===== src/rtl/serial_rx_pkg.sv =====
package serial_rx_pkg;
  localparam int CHAR_W = 8;

  typedef enum logic [2:0] {
    ST_ARM, ST_IDLE, ST_START, ST_DATA, ST_PAR, ST_STOP1, ST_STOP2
  } rx_state_t;

  typedef struct packed {
    logic [CHAR_W-1:0] data;
    logic              fe;
    logic              pe;
  } rx_char_t;
endpackage


===== src/rtl/rx_line_sync.sv =====
module rx_line_sync #(
  parameter int STAGES = 2
) (
  input  logic clk,
  input  logic rst,
  input  logic din,
  output logic dout
);
  logic [STAGES-1:0] pipe;

  always_ff @(posedge clk) begin
    if (rst) begin
      pipe <= '1;
    end else begin
      pipe[0] <= din;
      for (int i = 1; i < STAGES; i++) pipe[i] <= pipe[i-1];
    end
  end

  assign dout = pipe[STAGES-1];
endmodule


===== src/rtl/rx_frame_fsm.sv =====
module rx_frame_fsm
  import serial_rx_pkg::*;
#(
  parameter int OVERSAMPLE = 8
) (
  input  logic     clk,
  input  logic     rst,
  input  logic     hold,
  input  logic     tick,
  input  logic     line,
  input  logic     len8,
  input  logic     par_en,
  input  logic     par_even,
  input  logic     two_stop,
  output logic     done,
  output rx_char_t chr
);
  localparam int CW = (OVERSAMPLE > 2) ? $clog2(OVERSAMPLE) : 1;
  localparam logic [CW-1:0] LAST_CNT = CW'(OVERSAMPLE - 1);
  localparam logic [CW-1:0] HALF_CNT = CW'(OVERSAMPLE / 2 - 1);

  rx_state_t         state;
  logic [CW-1:0]     cnt;
  logic [2:0]        idx;
  logic [CHAR_W-1:0] sr;
  logic              fe_acc, pe_acc;
  logic              at_mid;
  logic [2:0]        last_idx;
  logic              exp_par;

  assign at_mid   = tick && (cnt == LAST_CNT);
  assign last_idx = len8 ? 3'd7 : 3'd6;
  assign exp_par  = par_even ? (^sr) : ~(^sr);

  always_ff @(posedge clk) begin
    if (rst || hold) begin
      state  <= ST_ARM;
      cnt    <= '0;
      idx    <= '0;
      sr     <= '0;
      fe_acc <= 1'b0;
      pe_acc <= 1'b0;
      done   <= 1'b0;
      chr    <= '0;
    end else begin
      done <= 1'b0;
      unique case (state)
        ST_ARM:  if (line) state <= ST_IDLE;
        ST_IDLE: if (tick && !line) begin
          state <= ST_START;
          cnt   <= '0;
        end
        ST_START: if (tick) begin
          if (cnt == HALF_CNT) begin
            cnt <= '0;
            if (line) begin
              state <= ST_IDLE;
            end else begin
              state  <= ST_DATA;
              idx    <= '0;
              sr     <= '0;
              fe_acc <= 1'b0;
              pe_acc <= 1'b0;
            end
          end else begin
            cnt <= cnt + 1'b1;
          end
        end
        ST_DATA: if (tick) begin
          if (at_mid) begin
            cnt     <= '0;
            sr[idx] <= line;
            if (idx == last_idx) state <= par_en ? ST_PAR : ST_STOP1;
            else                 idx   <= idx + 1'b1;
          end else begin
            cnt <= cnt + 1'b1;
          end
        end
        ST_PAR: if (tick) begin
          if (at_mid) begin
            cnt    <= '0;
            pe_acc <= (line != exp_par);
            state  <= ST_STOP1;
          end else begin
            cnt <= cnt + 1'b1;
          end
        end
        ST_STOP1: if (tick) begin
          if (at_mid) begin
            cnt <= '0;
            if (two_stop) begin
              fe_acc <= !line;
              state  <= ST_STOP2;
            end else begin
              done     <= 1'b1;
              chr.data <= sr;
              chr.fe   <= !line;
              chr.pe   <= pe_acc;
              state    <= ST_ARM;
            end
          end else begin
            cnt <= cnt + 1'b1;
          end
        end
        ST_STOP2: if (tick) begin
          if (at_mid) begin
            cnt      <= '0;
            done     <= 1'b1;
            chr.data <= sr;
            chr.fe   <= fe_acc | !line;
            chr.pe   <= pe_acc;
            state    <= ST_ARM;
          end else begin
            cnt <= cnt + 1'b1;
          end
        end
        default: state <= ST_ARM;
      endcase
    end
  end
endmodule


===== src/rtl/rx_break_watch.sv =====
module rx_break_watch #(
  parameter int OVERSAMPLE = 8,
  parameter int BREAK_BITS = 10
) (
  input  logic clk,
  input  logic rst,
  input  logic hold,
  input  logic tick,
  input  logic line,
  output logic brk_evt
);
  localparam int LIMIT = BREAK_BITS * OVERSAMPLE;
  localparam int CW    = $clog2(LIMIT + 2);
  localparam logic [CW-1:0] LIM  = CW'(LIMIT);
  localparam logic [CW-1:0] SATV = CW'(LIMIT + 1);

  logic [CW-1:0] low_cnt;

  always_ff @(posedge clk) begin
    if (rst || hold) begin
      low_cnt <= '0;
      brk_evt <= 1'b0;
    end else begin
      brk_evt <= 1'b0;
      if (line) begin
        low_cnt <= '0;
      end else if (tick && low_cnt != SATV) begin
        low_cnt <= low_cnt + 1'b1;
        if (low_cnt == LIM) brk_evt <= 1'b1;
      end
    end
  end
endmodule


===== src/rtl/rx_status_regs.sv =====
module rx_status_regs
  import serial_rx_pkg::*;
(
  input  logic              clk,
  input  logic              rst,
  input  logic              hold,
  input  logic              done,
  input  rx_char_t          chr,
  input  logic              brk_evt,
  input  logic              keep_all,
  input  logic              rd_strobe,
  input  logic [4:0]        err_clr,
  output logic [CHAR_W-1:0] rx_data,
  output logic              rx_ready,
  output logic              fe,
  output logic              pe,
  output logic              ovr,
  output logic              brk,
  output logic              any
);
  logic bad_char, blocked, store;

  assign bad_char = chr.fe | chr.pe;
  assign blocked  = fe | pe | brk | any;
  assign store    = keep_all | !bad_char;

  always_ff @(posedge clk) begin
    if (rst) begin
      rx_data  <= '0;
      rx_ready <= 1'b0;
      fe <= 1'b0; pe <= 1'b0; ovr <= 1'b0; brk <= 1'b0; any <= 1'b0;
    end else if (hold) begin
      rx_ready <= 1'b0;
      fe <= 1'b0; pe <= 1'b0; ovr <= 1'b0; brk <= 1'b0; any <= 1'b0;
    end else begin
      if (err_clr[0]) fe  <= 1'b0;
      if (err_clr[1]) pe  <= 1'b0;
      if (err_clr[2]) ovr <= 1'b0;
      if (err_clr[3]) brk <= 1'b0;
      if (err_clr[4]) any <= 1'b0;
      if (rd_strobe)  rx_ready <= 1'b0;
      if (brk_evt) begin
        brk <= 1'b1;
        any <= 1'b1;
      end
      if (done) begin
        if (chr.fe)   fe  <= 1'b1;
        if (chr.pe)   pe  <= 1'b1;
        if (bad_char) any <= 1'b1;
        if (rx_ready && !rd_strobe) begin
          ovr <= 1'b1;
          any <= 1'b1;
        end
        if (store) begin
          rx_data <= chr.data;
          if (!blocked) rx_ready <= 1'b1;
        end
      end
    end
  end
endmodule


===== src/rtl/serial_rx_core.sv =====
module serial_rx_core
  import serial_rx_pkg::*;
#(
  parameter int OVERSAMPLE  = 8,
  parameter int SYNC_STAGES = 2,
  parameter int BREAK_BITS  = 10
) (
  input  logic              clk,
  input  logic              rst,
  input  logic              soft_rst,
  input  logic              sample_tick,
  input  logic              rxd,
  input  logic              cfg_len8,
  input  logic              cfg_par_en,
  input  logic              cfg_par_even,
  input  logic              cfg_two_stop,
  input  logic              cfg_keep_all,
  input  logic              rd_strobe,
  input  logic [4:0]        err_clr,
  output logic [CHAR_W-1:0] rx_data,
  output logic              rx_ready,
  output logic              err_frame,
  output logic              err_parity,
  output logic              err_overrun,
  output logic              err_break,
  output logic              err_any
);
  logic     line_s;
  logic     frm_done;
  rx_char_t frm_chr;
  logic     frm_fe, frm_pe;
  logic     brk_evt;

  assign frm_fe = frm_chr.fe;
  assign frm_pe = frm_chr.pe;

  rx_line_sync #(.STAGES(SYNC_STAGES)) u_sync (
    .clk(clk), .rst(rst), .din(rxd), .dout(line_s)
  );

  rx_frame_fsm #(.OVERSAMPLE(OVERSAMPLE)) u_frame (
    .clk(clk), .rst(rst), .hold(soft_rst), .tick(sample_tick), .line(line_s),
    .len8(cfg_len8), .par_en(cfg_par_en), .par_even(cfg_par_even),
    .two_stop(cfg_two_stop), .done(frm_done), .chr(frm_chr)
  );

  rx_break_watch #(.OVERSAMPLE(OVERSAMPLE), .BREAK_BITS(BREAK_BITS)) u_break (
    .clk(clk), .rst(rst), .hold(soft_rst), .tick(sample_tick), .line(line_s),
    .brk_evt(brk_evt)
  );

  rx_status_regs u_status (
    .clk(clk), .rst(rst), .hold(soft_rst), .done(frm_done), .chr(frm_chr),
    .brk_evt(brk_evt), .keep_all(cfg_keep_all), .rd_strobe(rd_strobe),
    .err_clr(err_clr), .rx_data(rx_data), .rx_ready(rx_ready),
    .fe(err_frame), .pe(err_parity), .ovr(err_overrun), .brk(err_break),
    .any(err_any)
  );
endmodule


===== config.mk =====
export PLATFORM = sky130hd
export DESIGN_NAME = serial_rx_core
export DESIGN_NICKNAME = d
export VERILOG_FILES = /design/src/rtl/serial_rx_pkg.sv /design/src/rtl/rx_line_sync.sv /design/src/rtl/rx_frame_fsm.sv /design/src/rtl/rx_break_watch.sv /design/src/rtl/rx_status_regs.sv /design/src/rtl/serial_rx_core.sv
export SDC_FILE = /design/constraint.sdc
export NUM_CORES = 1
export LEC_CHECK = 0
export BUFFER_PORTS_ARGS = -buffer_cell sky130_fd_sc_hd__buf_2
export CORE_ASPECT_RATIO = 1.2
export CORE_MARGIN = 2
export CORE_UTILIZATION = 25
export CTS_BUF_LIST = sky130_fd_sc_hd__clkbuf_8 sky130_fd_sc_hd__clkbuf_16
export CTS_CLUSTER_SIZE = 30
export DETAILED_ROUTE_END_ITERATION = 10
export PLACE_DENSITY = 0.4
export RECOVER_POWER = 100
export SLEW_MARGIN = 15
export SYNTH_ARGS = -nofsm -noshare
export SYNTH_HDL_FRONTEND = slang
export SYNTH_SLANG_ARGS = --single-unit

===== constraint.sdc =====
create_clock -name clk -period 2.3 [get_ports clk]
set_input_delay 0.345 -clock clk [delete_from_list [all_inputs] [get_ports clk]]
set_output_delay 0.345 -clock clk [all_outputs]
set_load 0.02 [all_outputs]

==> results.cfg, run 1 <==
[outcome]
status = finished, final reports clean

[yosys]
ys_seq_area_share_pct = 41.2
synth_cell_types = 46
synth-async-reset-ratio_pct = 0
syn_area_um2 = 2620
synth_edf_count = 0
ys_ff_latch = 54
synth_warnings = 0
synth_nets = 334
avgSynthCellArea_um2 = 8.46
synth_flop_cell = dfxtp_1
synth_cells = 310

[cells_and_area]
nets = 358
n_antenna_cell = 0
fin_cells = 461
syn_to_final_growth_pct = 15.2
layout-drive-gt1-share_pct = 10.1

[clock_tree]
cts-buffers-inserted = 5
cts_tree = yes
clk_latency_ps = 290
cts_buffer_depth = 2
ctsHoldBuffers = 0
cts.repair.resized = 0
cts_sinks = 54
htreeDepth = 2
cts.root.buffer_cell = clkbuf_16
clk_pin_slew_worst_paths_ps = 70
post_cts_buffers = 0

[worst_setup_path]
cp.depth = 7
worstPathRequired_ps = 2510
critPathMaxStageDelay_ps = 360
timing.critical_path.mode_cell = ha_1
cp_cell_sequence = ha_1, ha_1, and2_1, nand2_1, or3_1, mux2_1, nor2_1
rr_startpoint = u_frame.cnt[0]
critPathCapture = u_frame.fe_acc
endpoint_kind = flop
regToRegEndpoint = u_frame.fe_acc
cp-startpoint = u_frame.cnt[0]
startpoint_type = flop
critPathArrivalTime_ps = 2190
critPathKind = reg2reg
cp.buffers_inverters = 0
crit_fanout = 6
worst_r2r_path_depth = 7
rrSetupSlack_ps = 330
crit_slowest_cell = or3_1
crit_family = simple AND/OR/NAND/NOR gates

[die]
die_x_um = 97.5
die-area_um2 = 11300
start_util_pct = 25.9
core_um2 = 10100
ios = 30
fp-row-count = 40
die_y_um = 116

[sta]
hold_viol_final = 0
setup_tns_ps = 0
worst_slew_pin_slew_ps = 1140
holdWs_ps = 238
setup_viol = 0
layout_min_cycle_time_ps = 1970
max_slew_margin_pct = 23.9
final.setup.worst_slack_ps = 329
finClkSkew_ps = 4.76
max_freq_mhz = 507
slew_viol_final = 0
rsz0062_at_grt = no
min_period_over_period_pct = 85.7

[global_routing]
grt_pass1_vias = 2072
grt-ovfl-total = 0
grt_pass1_wl_um = 10100
antenna_found_initial = 0
grt_max_degree = 32
track_usage_pct = 10.9

[drt]
first_iter_violations = 80
first_pass_iters = 4
vias = 2164
routed_wl_um = 5800
wl_per_cell_um = 12.6
via_per_inst = 4.69
final_antenna_net_count = 0
drc = 0

[place]
io_buffer_count = 29
hpwlAfterDp_um = 4210
dp_cells = 453
gp_congestion = 0.726
dp_slack_ps = 338

[power_and_ir_drop]
leakage_nw = 1.18
powerDensity_nw_per_um2 = 621
ir_worst_vdd_v = 0.000284

[hold_path]
hold_path_class = in2reg

[job]
max-cap-violations = 0
-- placed cells by master, fill, tap and decap left out, types with 5 or more instances in the layout --
cell type	count
ha_1	8
inv_1	13
nand3_1	7
clkbuf_1	15
a31oi_1	5
nand2_1	20
dfxtp_1	54
nand2b_1	5
o21ai_0	20
nor2b_1	6
buf_4	6
nand4_1	5
nor2_1	41
buf_2	14
a21oi_1	32
mux2i_1	18
or3_1	5
clkbuf_16	5
xnor2_1	10
-- how the worst min path moves through the flow --
stage                   startpoint             end  slack [ps]  cells after the start
CTS                            rxd  u_sync.pipe[0]         230                      2
global placement    u_sync.pipe[0]  u_sync.pipe[1]         400                      1
floorplan           u_sync.pipe[0]  u_sync.pipe[1]         390                      1
detailed placement  u_sync.pipe[0]  u_sync.pipe[1]         410                      1
global route                   rxd  u_sync.pipe[0]         240                      2
finish                         rxd  u_sync.pipe[0]         240                      2
-- through the flow --
step           util [%]  total power, W  instance area (um^2)
3_5_place_dp       28.5         0.00105                  2880
2_1_floorplan         -         0.00102                  2620
6_report           29.9         0.00188                  3020
3_3_place_gp       28.5         0.00105                  2880
5_1_grt            29.9         0.00196                  3020
4_1_cts            30.1         0.00192                  3050
-- final cells by class --
| cell class | instances | area, um^2 |
|---|---|---|
| clock buffers | 5 | 125 |
| flip-flops and latches | 54 | 1080 |
| multi-input cells | 225 | 1390 |
| clock inverters | 3 | 41.3 |
| well taps | 126 | 158 |
| fillers | 1103 | 7090 |
| inverters | 12 | 45.0 |
| repair buffers | 36 | 176 |
-- synthesized netlist by cell type (all sizes together), types with 4 or more instances --
library cell	count	share of area [%]
a21oi	32	6.1
a22oi	4	1.3
a31oi	5	1.2
buf	10	2.3
clkbuf	9	1.3
dfxtp	54	41
ha	8	3.8
inv	12	1.7
mux2i	18	6.9
nand2	20	2.9
nand2b	5	1.2
nand3	7	1.3
nand4	5	1.2
nor2	42	6.1
nor2b	6	1.4
nor3	4	0.76
o21ai	21	4.0
or2	4	0.95
or3	5	1.2
xnor2	11	4.0
xor2	4	1.3
-- registers in the layout, indices dropped and copies added (netlist names), 2 cells and up --
signal	cells
u_break.low_cnt	7
u_sync.pipe	2
u_frame.idx	3
u_frame.state	3
u_frame.cnt	3
u_frame.sr	8
u_status.rx_data	8
u_frame.chr	10
-- worst reg2reg max path: cells and delay by family, from the launching register on --
family / cells / cell delay (ps)
AND/OR/NAND/NOR: 4 / 820
adder cells (fa/ha/maj): 2 / 420
flip-flops: 1 / 350
multiplexers: 1 / 320
-- report_power, final --
group / total [W] / leakage, nW / internal (W) / switching [W]
clock network: 0.000852 / 0.0812 / 0.000510 / 0.000342
logic: 0.0000783 / 0.668 / 0.0000316 / 0.0000467
registers: 0.000947 / 0.435 / 0.000938 / 0.00000861
total: 0.00188 / 1.18 / 0.00148 / 0.000397
-- routing by layer --
metal	up-vias	GRT usage, %	part of all wire, %
met1	1015	13.4	46
met4	0	4.17	1.6
met5	-	0	0
li1	1121	-	-
met2	21	18.9	49
met3	7	2.39	2.6
-- cells by family (layout without fill, tap and decap cells) --
kind of cell / count (synthesis) / count (layout) / synth area share (%)
adder cells (fa/ha/maj): 8 / 8 / 3.82
AO/OA/AOI/OAI: 75 / 75 / 16.9
buffers and inverters: 31 / 56 / 5.35
multiplexers: 19 / 19 / 7.30
flip-flops: 54 / 54 / 41.2
XOR/XNOR: 15 / 15 / 5.30
AND/OR/NAND/NOR: 108 / 108 / 20.0
Note: power is estimated with default switching activity, not from simulation.
==> run 2: changes to the inputs <==
GPL_TIMING_DRIVEN = 0   (was default)
==> run 2 against run 1 <==
Against the previous run:
- sequential share of layout area down 0.24 points
- count of clock-buffer cells in the layout unchanged
- sequential power down 0.7%
- clock power down 13%
- hold slack better by 5.3 ps
- routed wire length up 6.4%
- worst setup slack better by 3.2 ps
- fmax up 0.16%
- final area up 0.66%
- die area unchanged
- critical endpoint is now u_frame.state[0]
- largest power group unchanged
==> results.cfg, run 2 (synthesis gave the netlist of run 1 again) <==
[outcome]
status = finished, final reports clean

[cells_and_area]
fin_cells = 473
final_common_cell = dfxtp_1
layout-drive-gt1-share_pct = 10.7
n_antenna_cell = 0
top_regs = u_frame.chr x10, u_frame.sr x8, u_status.rx_data x8
finalInstanceArea_um2 = 3040
num-fill-cells = 1127
top_register = u_frame.chr
nets = 370
register_area_um2 = 1080
final_cell_mix = 54 x dfxtp_1, 41 x nor2_1, 32 x a21oi_1
multi_input_area_um2 = 1390
syn_to_final_growth_pct = 16.0
largest_reg_flops = 10

[worst_setup_path]
timing.critical_path.mode_cell = ha_1
crit_slowest_cell = a221oi_1
startpoint_type = flop
critPathKind = reg2reg
worst_r2r_path_depth = 7
worstPathRequired_ps = 2540
cp_cell_sequence = ha_1, ha_1, and2_0, buf_4, a221oi_1, or3_1, o221a_1
critPathArrivalTime_ps = 2210
regToRegEndpoint = u_frame.state[0]
rrSetupSlack_ps = 330
endpoint_kind = flop
critPathMaxStageDelay_ps = 440
crit_fanout = 6
rr_startpoint = u_frame.cnt[0]

[sta]
worst_slew_pin_slew_ps = 733
min_period_over_period_pct = 85.5
max_slew_margin_pct = 50.9
layout_min_cycle_time_ps = 1970
max_freq_mhz = 508
rsz0062_at_grt = no
hold_viol_final = 0
setup_tns_ps = 0
slew_viol_final = 0
setup_viol = 0
finClkSkew_ps = 10.3
final.setup.worst_slack_ps = 333

[global_routing]
antenna_found_initial = 0
grt_pass1_wl_um = 10400
grt-ovfl-total = 0
grt_max_degree = 17
grt_pass1_vias = 2141
track_usage_pct = 11.3

[hold_path]
min_to = u_sync.pipe[0]
worstHoldStart = rxd
hold_path_class = in2reg
whs_path_depth = 2

[clock_tree]
cts.repair.resized = 0
post_cts_buffers = 0
cts_tree = yes
clk_pin_slew_worst_paths_ps = 70
cts.root.buffer_cell = clkbuf_16
cts_sinks = 54
clk_latency_ps = 290
cts-buffers-inserted = 5
ctsHoldBuffers = 0
cts_buffer_depth = 2
htreeDepth = 2

[drt]
routed_wl_um = 6180
first_pass_iters = 4
final_antenna_net_count = 0
wl_per_cell_um = 13.1
via_per_inst = 4.64
first_iter_violations = 57
vias = 2193
drc = 0

[place]
dp_slack_ps = 347
dpl_cell_area_um2 = 2920
hpwlAfterDp_um = 4600
io_buffer_count = 29
gp_congestion = 0.721
dp_cells = 465

[die]
core_um2 = 10100
ios = 30
die_x_um = 97.5
die_y_um = 116
die-area_um2 = 11300
fp-row-count = 40
start_util_pct = 25.9

[power_and_ir_drop]
leakage_nw = 1.20
powerDensity_nw_per_um2 = 583
ir_worst_vdd_v = 0.000295

[job]
max-cap-violations = 0
-- run 2: through the flow --
stage	total power, W	util, %	hold slack (ps)
finish	0.00177	30.1	243
global route	0.00185	30.1	253
CTS	0.00181	30.3	242
detailed placement	0.00106	28.9	396
global placement	0.00106	28.9	400
floorplan	0.00102	-	389
-- run 2: report_power, final --
group          leakage (nW)  total [W]  switching [W]  internal (W)
clock network        0.0750   0.000742       0.000341      0.000400
logic                 0.689  0.0000908      0.0000569     0.0000338
registers             0.435   0.000940     0.00000232      0.000938
total                  1.20    0.00177       0.000401       0.00137
-- run 2: routing by layer --
| layer | share of wire, % | GRT usage, % |
|---|---|---|
| met3 | 2.5 | 2.15 |
| met2 | 49 | 20.4 |
| met4 | 1.5 | 4.26 |
| met1 | 47 | 13.5 |
| met5 | 0 | 0 |
-- run 2: worst max path at each step --
| stage | from | endpoint | slack, ps | depth (start not counted) |
|---|---|---|---|---|
| 6_report | u_frame.cnt[0] | u_frame.state[0] | 330 | 7 |
| 2_1_floorplan | u_frame.cnt[0] | u_frame.fe_acc | 520 | 8 |
| 3_5_place_dp | u_frame.cnt[0] | u_frame.chr[2] | 350 | 8 |
| 5_1_grt | u_frame.cnt[0] | u_frame.sr[3] | 140 | 8 |
| 3_3_place_gp | u_frame.cnt[0] | u_frame.chr[4] | 370 | 8 |
| 4_1_cts | u_frame.cnt[0] | u_frame.sr[7] | 330 | 8 |
-- run 2: cell type report --
class	instances	share of cell area [%]
Buffer	19	3.09
Sequential cell	54	35.6
Clock buffer	5	4.12
Timing Repair Buffer	29	4.16
Inverter	12	1.48
Clock inverter	3	0.576
Multi-Input combinational cell	225	45.8
Tap cell	126	5.19
-- run 2: worst max-delay path, delay by kind of cell, from the launching register on --
kind	cells	cell delay [ps]
simple gates	2	360
fa+ha+maj	2	470
buf+inv	1	150
flops	1	320
compound gates	2	610
